[config.mk]
export PLATFORM = sky130hd
export DESIGN_NAME = ref_trim_search
export DESIGN_NICKNAME = d
export VERILOG_FILES = /design/src/rtl/rtse_pkg.sv /design/src/rtl/rtse_ctrl.sv /design/src/rtl/rtse_datapath.sv /design/src/rtl/ref_trim_search.sv
export SDC_FILE = /design/constraint.sdc
export NUM_CORES = 1
export LEC_CHECK = 0
export BUFFER_PORTS_ARGS = -buffer_cell sky130_fd_sc_hd__buf_2
export CORE_MARGIN = 3
export CORE_UTILIZATION = 25
export CTS_BUF_LIST = sky130_fd_sc_hd__clkbuf_8
export DETAILED_ROUTE_END_ITERATION = 8
export GPL_TIMING_DRIVEN = 1
export PLACE_DENSITY_LB_ADDON = 0.3
export SLEW_MARGIN = 0
export SYNTH_ARGS = -nofsm -noshare
export SYNTH_HDL_FRONTEND = slang
export SYNTH_HIERARCHICAL = 1
export SYNTH_SLANG_ARGS = --single-unit
[constraint.sdc]
create_clock -name clk -period 3.8 [get_ports clk]
set_input_delay 0.19 -clock clk [delete_from_list [all_inputs] [get_ports clk]]
set_output_delay 0.19 -clock clk [all_outputs]
set_load 0.005 [all_outputs]
[src/rtl/rtse_pkg.sv]
package rtse_pkg;

  typedef enum logic [2:0] {
    ST_IDLE,
    ST_READ,
    ST_EVAL,
    ST_STORE,
    ST_FIN
  } state_e;

  typedef struct packed {
    logic bitClr;
    logic bitInc;
    logic codeClr;
    logic codeInc;
    logic codeDef;
    logic unitClr;
    logic unitInc;
    logic clrCount;
    logic countEn;
    logic evalEn;
    logic storeEn;
  } ctl_t;

endpackage

[src/rtl/rtse_ctrl.sv]
module rtse_ctrl
  import rtse_pkg::*;
(
  input  logic clk,
  input  logic rstN,
  input  logic start,
  input  logic rdAck,
  input  logic lastBit,
  input  logic lastCode,
  input  logic lastUnit,
  output ctl_t ctl,
  output logic rdReq,
  output logic done
);

  state_e state, stateNext;

  always_ff @(posedge clk or negedge rstN) begin
    if (!rstN) state <= ST_IDLE;
    else       state <= stateNext;
  end

  always_comb begin
    ctl       = '0;
    rdReq     = 1'b0;
    done      = 1'b0;
    stateNext = state;
    unique case (state)
      ST_IDLE: begin
        if (start) begin
          ctl.bitClr   = 1'b1;
          ctl.codeClr  = 1'b1;
          ctl.unitClr  = 1'b1;
          ctl.clrCount = 1'b1;
          stateNext    = ST_READ;
        end
      end
      ST_READ: begin
        rdReq = 1'b1;
        if (rdAck) begin
          ctl.countEn = 1'b1;
          if (lastBit) stateNext = ST_EVAL;
          else         ctl.bitInc = 1'b1;
        end
      end
      ST_EVAL: begin
        ctl.evalEn = 1'b1;
        if (lastCode) stateNext = ST_STORE;
        else begin
          ctl.codeInc  = 1'b1;
          ctl.bitClr   = 1'b1;
          ctl.clrCount = 1'b1;
          stateNext    = ST_READ;
        end
      end
      ST_STORE: begin
        ctl.storeEn = 1'b1;
        if (lastUnit) stateNext = ST_FIN;
        else begin
          ctl.unitInc  = 1'b1;
          ctl.codeClr  = 1'b1;
          ctl.bitClr   = 1'b1;
          ctl.clrCount = 1'b1;
          stateNext    = ST_READ;
        end
      end
      ST_FIN: begin
        done        = 1'b1;
        ctl.codeDef = 1'b1;
        stateNext   = ST_IDLE;
      end
      default: stateNext = ST_IDLE;
    endcase
  end

endmodule

[src/rtl/rtse_datapath.sv]
module rtse_datapath
  import rtse_pkg::*;
#(
  parameter int NUM_UNITS = 4,
  parameter int REF_CELLS = 36,
  parameter int GROUPS    = 16,
  parameter int CNT_W     = 10,
  localparam int BITS     = GROUPS * REF_CELLS,
  localparam int BIT_W    = (BITS > 1) ? $clog2(BITS) : 1,
  localparam int CODE_W   = $clog2(REF_CELLS + 1),
  localparam int UNIT_W   = (NUM_UNITS > 1) ? $clog2(NUM_UNITS) : 1
) (
  input  logic                        clk,
  input  logic                        rstN,
  input  ctl_t                        ctl,
  input  logic                        rdData,
  output logic [UNIT_W-1:0]           rdUnit,
  output logic [BIT_W-1:0]            rdBit,
  output logic [CODE_W-1:0]           trimCode,
  output logic                        lastBit,
  output logic                        lastCode,
  output logic                        lastUnit,
  output logic [NUM_UNITS*CODE_W-1:0] resultCode,
  output logic [NUM_UNITS*CNT_W-1:0]  resultFails
);

  localparam logic [CODE_W-1:0] DEF_CODE = CODE_W'(REF_CELLS / 2);
  localparam logic [CNT_W-1:0]  CNT_MAX  = '1;

  logic [CNT_W-1:0]  failCnt, bestFails;
  logic [CODE_W-1:0] bestCode;
  logic              mismatch, candBetter;

  function automatic logic [CODE_W-1:0] distFromDef(input logic [CODE_W-1:0] c);
    return (c >= DEF_CODE) ? (c - DEF_CODE) : (DEF_CODE - c);
  endfunction

  assign lastBit  = (rdBit == BIT_W'(BITS - 1));
  assign lastCode = (trimCode == CODE_W'(REF_CELLS));
  assign lastUnit = (rdUnit == UNIT_W'(NUM_UNITS - 1));

  // checkerboard on even units, inverted checkerboard on odd units
  assign mismatch = rdData ^ (rdBit[0] ^ rdUnit[0]);

  assign candBetter = (trimCode == '0) || (failCnt < bestFails) ||
                      ((failCnt == bestFails) &&
                       (distFromDef(trimCode) < distFromDef(bestCode)));

  always_ff @(posedge clk or negedge rstN) begin
    if (!rstN) begin
      rdBit    <= '0;
      rdUnit   <= '0;
      trimCode <= DEF_CODE;
    end else begin
      if (ctl.bitClr)       rdBit <= '0;
      else if (ctl.bitInc)  rdBit <= rdBit + 1'b1;
      if (ctl.unitClr)      rdUnit <= '0;
      else if (ctl.unitInc) rdUnit <= rdUnit + 1'b1;
      if (ctl.codeClr)      trimCode <= '0;
      else if (ctl.codeInc) trimCode <= trimCode + 1'b1;
      else if (ctl.codeDef) trimCode <= DEF_CODE;
    end
  end

  always_ff @(posedge clk or negedge rstN) begin
    if (!rstN) begin
      failCnt <= '0;
    end else if (ctl.clrCount) begin
      failCnt <= '0;
    end else if (ctl.countEn && mismatch && (failCnt != CNT_MAX)) begin
      failCnt <= failCnt + 1'b1;
    end
  end

  always_ff @(posedge clk or negedge rstN) begin
    if (!rstN) begin
      bestCode  <= DEF_CODE;
      bestFails <= '0;
    end else if (ctl.evalEn && candBetter) begin
      bestCode  <= trimCode;
      bestFails <= failCnt;
    end
  end

  for (genvar u = 0; u < NUM_UNITS; u++) begin : g_result
    always_ff @(posedge clk or negedge rstN) begin
      if (!rstN) begin
        resultCode[u*CODE_W +: CODE_W] <= DEF_CODE;
        resultFails[u*CNT_W +: CNT_W]  <= '0;
      end else if (ctl.storeEn && (rdUnit == UNIT_W'(u))) begin
        resultCode[u*CODE_W +: CODE_W] <= bestCode;
        resultFails[u*CNT_W +: CNT_W]  <= bestFails;
      end
    end
  end

endmodule

[src/rtl/ref_trim_search.sv]
module ref_trim_search
  import rtse_pkg::*;
#(
  parameter int NUM_UNITS = 4,
  parameter int REF_CELLS = 36,
  parameter int GROUPS    = 16,
  parameter int CNT_W     = 10,
  localparam int BITS     = GROUPS * REF_CELLS,
  localparam int BIT_W    = (BITS > 1) ? $clog2(BITS) : 1,
  localparam int CODE_W   = $clog2(REF_CELLS + 1),
  localparam int UNIT_W   = (NUM_UNITS > 1) ? $clog2(NUM_UNITS) : 1
) (
  input  logic                        clk,
  input  logic                        rstN,
  input  logic                        start,
  output logic                        done,
  output logic                        rdReq,
  output logic [UNIT_W-1:0]           rdUnit,
  output logic [BIT_W-1:0]            rdBit,
  input  logic                        rdAck,
  input  logic                        rdData,
  output logic [CODE_W-1:0]           trimCode,
  output logic [NUM_UNITS*CODE_W-1:0] resultCode,
  output logic [NUM_UNITS*CNT_W-1:0]  resultFails
);

  ctl_t ctl;
  logic lastBit, lastCode, lastUnit;

  rtse_ctrl u_ctrl (
    .clk      (clk),
    .rstN     (rstN),
    .start    (start),
    .rdAck    (rdAck),
    .lastBit  (lastBit),
    .lastCode (lastCode),
    .lastUnit (lastUnit),
    .ctl      (ctl),
    .rdReq    (rdReq),
    .done     (done)
  );

  rtse_datapath #(
    .NUM_UNITS (NUM_UNITS),
    .REF_CELLS (REF_CELLS),
    .GROUPS    (GROUPS),
    .CNT_W     (CNT_W)
  ) u_dp (
    .clk         (clk),
    .rstN        (rstN),
    .ctl         (ctl),
    .rdData      (rdData),
    .rdUnit      (rdUnit),
    .rdBit       (rdBit),
    .trimCode    (trimCode),
    .lastBit     (lastBit),
    .lastCode    (lastCode),
    .lastUnit    (lastUnit),
    .resultCode  (resultCode),
    .resultFails (resultFails)
  );

endmodule

# ---- Word-level counts from Yosys, hierarchy flattened
# Index checks and enable logic that the tools add are counted.
# W data, S select, Z words.
dict set report word_totals {
  ff_bits 111
  in_bits 5
  output_inout_bits 84
  word_cells 97
}
dict set report op_classes {
  addsub 8
  n_lt_le_gt_ge 4
  eq_ne 14
  muxes 36
  bitwise_logic 2
  reduce_logical 18
}
# cell n
set ops {}
lappend ops {{$mux W10} 4}
lappend ops {{$mux W6} 5}
lappend ops {{$add A10 B1 Y10 const B} 2}
lappend ops {{$mux W1} 15}
lappend ops {{$ge A6 B5 Y1 const B} 2}
lappend ops {{$mux W3} 4}
lappend ops {{$pmux W3 S4} 1}
lappend ops {{$sub A5 B6 Y6 const A} 2}
lappend ops {{$sub A6 B5 Y6 const B} 2}
lappend ops {{$eq A10 B10 Y1} 1}
lappend ops {{$eq A10 B10 Y1 const B} 1}
lappend ops {{$lt A10 B10 Y1} 1}
lappend ops {{$ne A10 B10 Y1 const B} 1}
lappend ops {{$logic_and A1 B1 Y1} 8}
lappend ops {{$mux W2} 4}
lappend ops {{$add A6 B1 Y6 const B} 1}
lappend ops {{$eq A3 B2 Y1 const B} 2}
lappend ops {{$eq A6 B6 Y1 const B} 1}
lappend ops {{$logic_not A6 Y1} 1}
lappend ops {{$lt A6 B6 Y1} 1}
lappend ops {{$ne A2 B2 Y1 const B} 3}
lappend ops {{$pmux W1 S3} 2}
lappend ops {{$reduce_bool A2 Y1} 3}
lappend ops {{$eq A2 B2 Y1 const B} 2}
lappend ops {{other kinds (11)} 13}

# ---- Longest topological paths before layout
# Gate-level depths: netlist of run 1.
dict set report logic_depth {
  word_depth 6
  ltp_mapped 15
  ltp_nobuf 13
}

# ---- By module
# Netlist of run 1, hierarchy kept.
# module instances cells_per_inst area_each_um2 seq_area_each_um2
set by_module_without_submodules {}
lappend by_module_without_submodules {rtse_datapath 1 495 5221.3 2717.6}
lappend by_module_without_submodules {rtse_ctrl 1 26 236.5 75.1}

# ---- Least setup slack after synthesis of run 1
# Ideal clock, no wire load.
dict set report synth_timing {
  path_kind {reg2reg}
  startpoint {register u_dp.trimCode[0]}
  endpoint {register u_dp.bestFails[2]}
  setup_time_ns 0.125
  arrival_ns 3.677
  required_time_ns 3.675
  slack_ns -0.002
  stages_incl_launch_ff 15
  path_buffers 1
  synth_period_minus_slack_ns 3.802
  cell_sequence {dfrtp_1 > inv_1 > ha_1 > or4_1 > a21oi_2 > o31ai_1 > o41ai_1 > xnor2_1 > ha_1 > a21o_1 > a2111o_1 > a41oi_4 > nor3_2 > buf_6 > mux2_4}
}
dict set report synth_between {
  elab_chain_cells 6
  elab_cells_between_ends 10
  cone_classes {add/sub: 2; order compare: 2; mux: 1; reduce/logical: 5}
}
# element line_no
set synth_lines {}
lappend synth_lines {{start, declared} rtse_datapath.sv:19} ;# output logic [CODE_W-1:0] trimCode,
lappend synth_lines {{start signal, assigned} rtse_datapath.sv:60} ;# else if (ctl.codeInc) trimCode <= trimCode + 1'b1;
lappend synth_lines {{$sub A5 B6 Y6, or another cell as far along} rtse_datapath.sv:35} ;# return (c >= DEF_CODE) ? (c - DEF_CODE) : (DEF_CODE - c);
lappend synth_lines {{$mux W6} rtse_datapath.sv:35}
lappend synth_lines {{$lt A6 B6 Y1} rtse_datapath.sv:47} ;# (distFromDef(trimCode) < distFromDef(bestCode)));
lappend synth_lines {{$logic_and A1 B1 Y1} rtse_datapath.sv:46} ;# ((failCnt == bestFails) &&
lappend synth_lines {{$logic_or A1 B1 Y1 *} rtse_datapath.sv:45} ;# assign candBetter = (trimCode == '0) || (failCnt < bestFails) ||
lappend synth_lines {{$logic_and A1 B1 Y1 *} rtse_datapath.sv:79} ;# end else if (ctl.evalEn && candBetter) begin
lappend synth_lines {{end signal, assigned} rtse_datapath.sv:81} ;# bestFails <= failCnt;
lappend synth_lines {{end, declared} rtse_datapath.sv:30} ;# logic [CNT_W-1:0] failCnt, bestFails;
# Every way passes the cells marked *; elsewhere a longest branch is shown, timed or not.
# A chain may end at the register's enable or synchronous reset.

# ---- Worst setup path in the final report of run 1
dict set report layout_timing {
  startpoint {register u_dp.bestCode[0]}
  endpoint {register u_dp.bestFails[7]}
}
dict set report layout_between {
  elab_chain_cells 6
  elab_cells_between_ends 8
  cone_classes {add/sub: 2; order compare: 2; mux: 1; reduce/logical: 3}
}
# element line_no
set layout_lines {}
lappend layout_lines {{start, declared} rtse_datapath.sv:31} ;# logic [CODE_W-1:0] bestCode;
lappend layout_lines {{start signal, assigned} rtse_datapath.sv:80} ;# bestCode <= trimCode;
lappend layout_lines {{$sub A5 B6 Y6, or another cell as far along} rtse_datapath.sv:35}
lappend layout_lines {{$mux W6 *} rtse_datapath.sv:35}
lappend layout_lines {{$lt A6 B6 Y1 *} rtse_datapath.sv:47}
lappend layout_lines {{$logic_and A1 B1 Y1 *} rtse_datapath.sv:46}
lappend layout_lines {{$logic_or A1 B1 Y1 *} rtse_datapath.sv:45}
lappend layout_lines {{$logic_and A1 B1 Y1 *} rtse_datapath.sv:79}
# Marks and branches as above.

==> out/metrics.csv, run 1 <==
stage,metric,value,unit
drt,ratio of routed vias to standard cells,4.45,
setup_path,Critical Path Sink Type,register,
synth,total of warnings raised by yosys,6,
synth,fraction of the yosys area taken by sequential cells,0.512,
clock_network,source-to-sink clock delay at the later pin of the worst-skew pair,0.39,ns
clock_network,# H-tree levels,3,
timing,Layout Skew,0.0118,ns
grt,vias in the first global route,3881,
floorplan,Site Rows,53,
job,number of maximum-capacitance constraint violations,0,
timing,final number of setup-violating endpoints,0,
synth,number of enable flip-flop cells after synthesis,0,
floorplan,Die ar.,23600,µm²
timing,relative slew slack,0.342,
cells_and_area,number of antenna cells inserted,0,
setup_path,largest incremental delay on the critical path,0.54,ns
clock_network,clock-pin slew reported for the worst setup and hold paths after clock tree synthesis,0.11,ns
timing,Final TNS setup,0,ns
synth,syn nets,559,
outcome,result of the run,completed,
setup_path,arrival time at the worst endpoint,3.86,ns
drt,post-detailed-route count of antenna-violating nets,0,
timing,number of endpoints with negative hold slack in the final report,0,
placement,IO Port Bufs,88,
clock_network,CTS max path bufs,2,
grt,wire length of the first global-routing pass,21.4,mm
cells_and_area,highest-count cells in the layout ignoring fill and taps,"99 x sky130_fd_sc_hd__dfrtp_1, 87 x sky130_fd_sc_hd__buf_2, 71 x sky130_fd_sc_hd__nand2_1, 66 x sky130_fd_sc_hd__o21ai_0, 36 x sky130_fd_sc_hd__nor2_1",
floorplan,area of the core region,21200,µm²
drt,Routed wire per std cell,14.7,µm
cells_and_area,"commonest non-fill, non-tap cell in the layout",sky130_fd_sc_hd__dfrtp_1,
drt,Routed Wire Length,13.1,mm
cells_and_area,synthesis-to-finish area growth,19.0,%
setup_path,series of cell instances along the critical path,inv_1 -> ha_1 -> or4_1 -> a21oi_4 -> nor2_1 -> a32o_1 -> xor2_1 -> ha_1 -> a21o_1 -> a2111o_1 -> a41oi_4 -> nor3_4 -> mux2_4,
cells_and_area,fillers,2213,
setup_path,highest-delay cell along the critical path,sky130_fd_sc_hd__or4_1,
synth,cells after synthesis,521,
timing,Final period util,0.944,
synth,fraction of synthesis flops using an asynchronous set or reset pin,1.00,
grt,largest net degree at the start of global routing,67,
cells_and_area,post-layout util,0.306,
synth,number of flip-flops and latches in the synthesized netlist,111,
power,worst IR drop on VDD,0.235,mV
floorplan,initial core utilization,0.257,
clock_network,Clk Tree Root Cell,sky130_fd_sc_hd__clkbuf_8,
clock_network,CTS tree,built,
drt,DRT Pass-1 Iters,4,
grt,combined global-route utilization of all metal layers,0.113,
synth,post-synthesis cell type count,56,
timing,number of max-slew violations in the final report,0,
min_path,worst hold path type,in2reg,
timing,slew of the pin with the lowest slew margin,0.985,ns
clock_network,Num CTS Buffers,9,
cells_and_area,final standard cell count with taps included and fillers excluded,894,
setup_path,cell repeated most along the worst path,sky130_fd_sc_hd__ha_1,
cells_and_area,share of post-route cells with drive strength above 1,0.273,
drt,residual DRC count,0,
timing,setup repair after global routing missed its margin,no,
placement,Routability Congestion,0.765,
setup_path,critical path class,reg2reg,
drt,First DRT Iteration DRCs,171,
power,static leakage power,0.00320,µW
synth,"Primary FF master, synth",sky130_fd_sc_hd__dfrtp_1,
floorplan,total I/O pin count,89,
grt,antenna violations before repair,0,
floorplan,die height,154,µm
power,power density relative to cell area,366,nW/µm²
setup_path,highest fanout seen on the critical path,12,
setup_path,Startpoint Class,register,
clock_network,clock tree sinks,111,
placement,total instance count after detailed placement,876,
drt,DR vias,3980,
placement,HPWL reported at the end of detailed placement,9.50,mm
synth,synthesized cell area,5460,µm²
floorplan,overall die width,154,µm
synth,"Avg Cell Area, Syn",10.5,µm²
cells_and_area,nets,652,
grt,leftover overflow at the end of global routing,0,
timing,Fmax,279,MHz
timing,shortest period the worst path allows,3.59,ns
setup_path,critical path data required time,4.08,ns
## cells by family after synthesis
logic type | synth area share
AOI/OAI and AO/OA | 0.119
xor gates and xnor gates | 0.0445
adders and majority gates | 0.0757
buffers and inverters | 0.0399
DFF | 0.512
muxes | 0.0713
and+or+nand+nor | 0.138
## timing repair
action,in CTS,in global routing
hold buffers,1,0
endpoints found under the setup margin,12,10
buffers inserted,0,1
pin swaps,0,1
gates resized for setup,1,1
endpoints found under the hold margin,54,0
## metrics by stage
step                      setup slack [ns]  cell area [µm²]  hold WS (ns)  total power [µW]
after floorplan                     0.0329             5470        -0.106              1570
after global placement              -0.144             6270         0.372              1690
after detailed placement            -0.160             6270         0.371              1700
after CTS                            0.117             6480        0.0451              2420
after global routing                0.0135             6490        0.0638              2530
final                                0.214             6490        0.0682              2380
## final cells by class
cell class	instances	area, µm²	share of cell area
inverters	26	97.6	0.0150
flip-flops and latches	111	2790	0.430
well taps	275	344	0.0530
clock buffers	10	138	0.0212
repair buffers	109	603	0.0929
multi-input cells	357	2470	0.380
clock inverters	6	50.0	0.00771
## power by group
part	switching, µW	internal, µW
Clock	441	267
Combinational	170	151
Sequential	104	1250
Total	715	1660
## worst paths after layout
check | start | end | slack, ns | depth (start not counted)
min in group asynchronous | rstN | u_dp/rdBit[1]$_DFFE_PN0P_ | 0.44 | 2
min | start | u_ctrl/state[0]$_DFFE_PN0P_ | 0.07 | 2
max in group asynchronous | rstN | u_dp/resultCode[7]$_DFFE_PN1P_ | 2.47 | 3
max reg2reg | u_dp/bestCode[0]$_DFFE_PN0P_ | u_dp/bestFails[7]$_DFFE_PN0P_ | 0.21 | 13
min reg2reg | u_dp/resultFails[5]$_DFFE_PN0P_ | u_dp/resultFails[5]$_DFFE_PN0P_ | 0.49 | 2
max | u_dp/bestCode[0]$_DFFE_PN0P_ | u_dp/bestFails[7]$_DFFE_PN0P_ | 0.21 | 13
## Yosys cell counts, types with 3 or more instances
| cell | number | area share |
|---|---|---|
| sky130_fd_sc_hd__dfrtp_1 | 99 | 0.45 |
| sky130_fd_sc_hd__nand2_1 | 71 | 0.049 |
| sky130_fd_sc_hd__o21ai_0 | 66 | 0.061 |
| sky130_fd_sc_hd__nor2_1 | 36 | 0.025 |
| sky130_fd_sc_hd__ha_1 | 33 | 0.076 |
| sky130_fd_sc_hd__inv_1 | 25 | 0.017 |
| sky130_fd_sc_hd__clkbuf_1 | 20 | 0.014 |
| sky130_fd_sc_hd__a21oi_1 | 16 | 0.015 |
| sky130_fd_sc_hd__mux2_2 | 15 | 0.031 |
| sky130_fd_sc_hd__xor2_1 | 14 | 0.022 |
| sky130_fd_sc_hd__nand4_1 | 13 | 0.015 |
| sky130_fd_sc_hd__dfstp_2 | 12 | 0.058 |
| sky130_fd_sc_hd__xnor2_1 | 11 | 0.018 |
| sky130_fd_sc_hd__mux2i_1 | 10 | 0.018 |
| sky130_fd_sc_hd__mux2_4 | 8 | 0.022 |
| sky130_fd_sc_hd__nand3_1 | 5 | 0.0046 |
| sky130_fd_sc_hd__nor2b_1 | 5 | 0.0057 |
| sky130_fd_sc_hd__a211oi_1 | 3 | 0.0041 |
| sky130_fd_sc_hd__buf_2 | 3 | 0.0028 |
| sky130_fd_sc_hd__nand4b_1 | 3 | 0.0048 |
| sky130_fd_sc_hd__nor3_1 | 3 | 0.0028 |
| sky130_fd_sc_hd__nor3b_1 | 3 | 0.0041 |
| sky130_fd_sc_hd__o31ai_1 | 3 | 0.0041 |
| sky130_fd_sc_hd__or3_1 | 3 | 0.0034 |
| sky130_fd_sc_hd__or4_1 | 3 | 0.0041 |
## layer usage
metal | wire, µm | part of all wire | global-route usage | vias up
met1 | 6770 | 0.52 | 0.167 | 1919
met3 | 697 | 0.053 | 0.0310 | 11
met5 | 0 | 0 | 0 | -
met2 | 5520 | 0.42 | 0.162 | 79
li1 | - | - | - | 1971
met4 | 140 | 0.011 | 0.0290 | 0
## registers in the layout, summed over array words and instances (netlist names)
signal            flops
u_dp/failCnt         10
u_ctrl/state          3
u_dp/rdUnit           2
u_dp/rdBit           10
u_dp/trimCode         6
u_dp/resultFails     40
u_dp/bestCode         6
u_dp/bestFails       10
u_dp/resultCode      24
## worst max-delay path, delay by kind of cell (launching register included)
| kind | cells | cell delay, ns |
|---|---|---|
| compound gates | 5 | 1.35 |
| simple gates | 3 | 0.76 |
| fa+ha+maj | 2 | 0.47 |
| flops | 1 | 0.36 |
| mux | 1 | 0.33 |
| xor+xnor | 1 | 0.15 |
| buf+inv | 1 | 0.06 |
No activity file was read; power rests on OpenSTA's default activity.
==> run 2: changes to the inputs <==
--- a/config.mk
+++ b/config.mk
@@ -6,6 +6,9 @@
 export NUM_CORES = 1
 export LEC_CHECK = 0
 export BUFFER_PORTS_ARGS = -buffer_cell sky130_fd_sc_hd__buf_2
+export CAP_MARGIN = 20
+export CELL_PAD_IN_SITES_DETAIL_PLACEMENT = 1
+export CELL_PAD_IN_SITES_GLOBAL_PLACEMENT = 1
 export CORE_MARGIN = 3
 export CORE_UTILIZATION = 25
 export CTS_BUF_LIST = sky130_fd_sc_hd__clkbuf_8
==> run 2 against run 1 <==
Power increased by 0.41%. Critical path depth rose by 1. Count of clock-buffer cells in the layout is 1 lower. Hold slack better by 0.016 ns. Maximum frequency shrank 1.7%. Combinational power up 4%. Largest power group unchanged. Cell area grew 0.42%. Global-route usage grew 1.2 points. Die area unchanged.
==> out/metrics.csv, run 2 (synthesis results as in run 1) <==
stage,metric,value,unit
setup_path,series of cell instances along the critical path,inv_1 -> ha_1 -> or4_4 -> a21oi_2 -> nor2_1 -> a32o_1 -> xor2_1 -> ha_1 -> a21o_1 -> a2111o_1 -> a41oi_4 -> buf_4 -> nor3_4 -> mux2_4,
cells_and_area,synthesis-to-finish area growth,19.5,%
cells_and_area,number of antenna cells inserted,0,
timing,relative slew slack,0.321,
floorplan,initial core utilization,0.257,
floorplan,Site Rows,53,
job,number of maximum-capacitance constraint violations,0,
clock_network,CTS max path bufs,2,
setup_path,cell repeated most along the worst path,sky130_fd_sc_hd__ha_1,
power,Power Total,2390,µW
cells_and_area,"Most flops, register",u_dp/resultFails,
power,worst IR drop on VDD,0.192,mV
drt,Routed Wire Length,14.7,mm
timing,number of endpoints with negative hold slack in the final report,0,
setup_path,critical path data required time,4.07,ns
timing,slew of the pin with the lowest slew margin,1.02,ns
cells_and_area,share of post-route cells with drive strength above 1,0.277,
power,static leakage power,0.00322,µW
setup_path,Critical R2R Capture,u_dp/bestFails[8]$_DFFE_PN0P_,
grt,antenna violations before repair,0,
outcome,result of the run,completed,
grt,largest net degree at the start of global routing,71,
clock_network,# H-tree levels,3,
setup_path,crit path buf inv count,2,
clock_network,Num CTS Buffers,9,
placement,IO Port Bufs,88,
cells_and_area,post-layout util,0.307,
min_path,worst hold path type,in2reg,
drt,First DRT Iteration DRCs,108,
setup_path,Critical Path Sink Type,register,
min_path,Hold Path End,u_ctrl/state[0]$_DFFE_PN0P_,
setup_path,highest-delay cell along the critical path,sky130_fd_sc_hd__or4_4,
drt,DRT Pass-1 Iters,4,
timing,Final TNS setup,0,ns
floorplan,Die ar.,23600,µm²
setup_path,critical path's top delay family,compound AO/OA/AOI/OAI gates,
timing,number of max-slew violations in the final report,0,
grt,vias in the first global route,4406,
min_path,cell count of the worst hold path,2,
setup_path,critical path class,reg2reg,
timing,Fmax,274,MHz
cells_and_area,nets,655,
floorplan,overall die width,154,µm
power,power density relative to cell area,366,nW/µm²
timing,Final period util,0.960,
timing,final number of setup-violating endpoints,0,
setup_path,largest incremental delay on the critical path,0.50,ns
drt,DR vias,4140,
drt,ratio of routed vias to standard cells,4.62,
grt,leftover overflow at the end of global routing,0,
clock_network,Clk Tree Root Cell,sky130_fd_sc_hd__clkbuf_8,
placement,total instance count after detailed placement,876,
timing,Layout Skew,0.0143,ns
setup_path,worst r2r path cells,14,
setup_path,highest fanout seen on the critical path,6,
clock_network,source-to-sink clock delay at the later pin of the worst-skew pair,0.39,ns
setup_path,Worst R2R Start,u_dp/bestCode[0]$_DFFE_PN0P_,
cells_and_area,final standard cell count with taps included and fillers excluded,897,
cells_and_area,highest-count cells in the layout ignoring fill and taps,"99 x sky130_fd_sc_hd__dfrtp_1, 87 x sky130_fd_sc_hd__buf_2, 71 x sky130_fd_sc_hd__nand2_1, 66 x sky130_fd_sc_hd__o21ai_0, 36 x sky130_fd_sc_hd__nor2_1",
cells_and_area,registers with the most flip-flops,"u_dp/resultFails x40, u_dp/resultCode x24",
setup_path,register-to-register setup slack,0.15,ns
timing,shortest period the worst path allows,3.65,ns
placement,Routability Congestion,0.773,
floorplan,area of the core region,21200,µm²
setup_path,Startpoint Class,register,
clock_network,clock tree sinks,111,
placement,HPWL reported at the end of detailed placement,10.9,mm
clock_network,clock-pin slew reported for the worst setup and hold paths after clock tree synthesis,0.11,ns
drt,post-detailed-route count of antenna-violating nets,0,
floorplan,total I/O pin count,89,
drt,Routed wire per std cell,16.4,µm
clock_network,CTS tree,built,
grt,wire length of the first global-routing pass,23.9,mm
min_path,startpoint of the lowest-slack hold path,start,
drt,residual DRC count,0,
cells_and_area,"commonest non-fill, non-tap cell in the layout",sky130_fd_sc_hd__dfrtp_1,
floorplan,die height,154,µm
setup_path,arrival time at the worst endpoint,3.92,ns
grt,combined global-route utilization of all metal layers,0.125,
cells_and_area,max FFs per register,40,
==> run 2: worst max path at each step <==
stage	from	to	slack, ns	depth (start not counted)
floorplan	u_dp/trimCode[0]$_DFFE_PN0P_	u_dp/bestFails[2]$_DFFE_PN0P_	0.03	14
global placement	u_dp/bestCode[0]$_DFFE_PN0P_	u_dp/bestFails[1]$_DFFE_PN0P_	-0.04	13
detailed placement	u_dp/bestCode[0]$_DFFE_PN0P_	u_dp/bestFails[1]$_DFFE_PN0P_	-0.23	13
CTS	u_dp/bestCode[0]$_DFFE_PN0P_	u_dp/bestFails[1]$_DFFE_PN0P_	0.10	13
global route	u_dp/bestCode[0]$_DFFE_PN0P_	u_dp/bestFails[8]$_DFFE_PN0P_	-0.01	14
finish	u_dp/bestCode[0]$_DFFE_PN0P_	u_dp/bestFails[8]$_DFFE_PN0P_	0.15	14
==> run 2: layer usage <==
layer,share of wire,wire length (µm),vias to the layer above,track usage
li1,-,-,1989,-
met1,0.50,7340,2049,0.177
met2,0.44,6510,92,0.192
met3,0.052,759,10,0.0357
met4,0.0065,95,0,0.0214
met5,0,0,-,0
==> run 2: area by class of cell <==
type / count / area, µm²
well taps: 275 / 344
fillers: 2441 / 14700
multi-input cells: 358 / 2480
inverters: 26 / 97.6
clock inverters: 7 / 63.8
clock buffers: 9 / 124
flip-flops and latches: 111 / 2790
repair buffers: 111 / 618
==> run 2: what timing repair did <==
item,in CTS,in global routing
gates cloned,0,1
pin swaps,0,2
endpoints found under the hold margin,57,0
setup buffers,0,3
resized for setup,1,2
hold buffers,1,0
setup endpoints to repair,12,13
==> run 2: worst reg2reg max path, delay by kind of cell, from the launching register on <==
kind                     cells  cell delay, ns
AO/OA/AOI/OAI                5            1.31
XOR/XNOR                     1            0.15
adder cells (fa/ha/maj)      2            0.50
buffers and inverters        2            0.23
flip-flops                   1            0.37
multiplexers                 1            0.33
AND/OR/NAND/NOR              3            0.65
==> run 2: per-stage QoR <==
stage	worst slack, ns	cell area (µm²)	hold slack, ns
detailed placement	-0.231	6270	0.375
finish	0.154	6520	0.0838
global route	-0.00976	6520	0.0541
floorplan	0.0329	5470	-0.106
global placement	-0.0379	6270	0.366
CTS	0.102	6480	0.0571
==> run 2: where the power goes <==
part           internal [µW]  switching (µW)
Combinational            150             185
Sequential              1250             112
Clock                    256             439
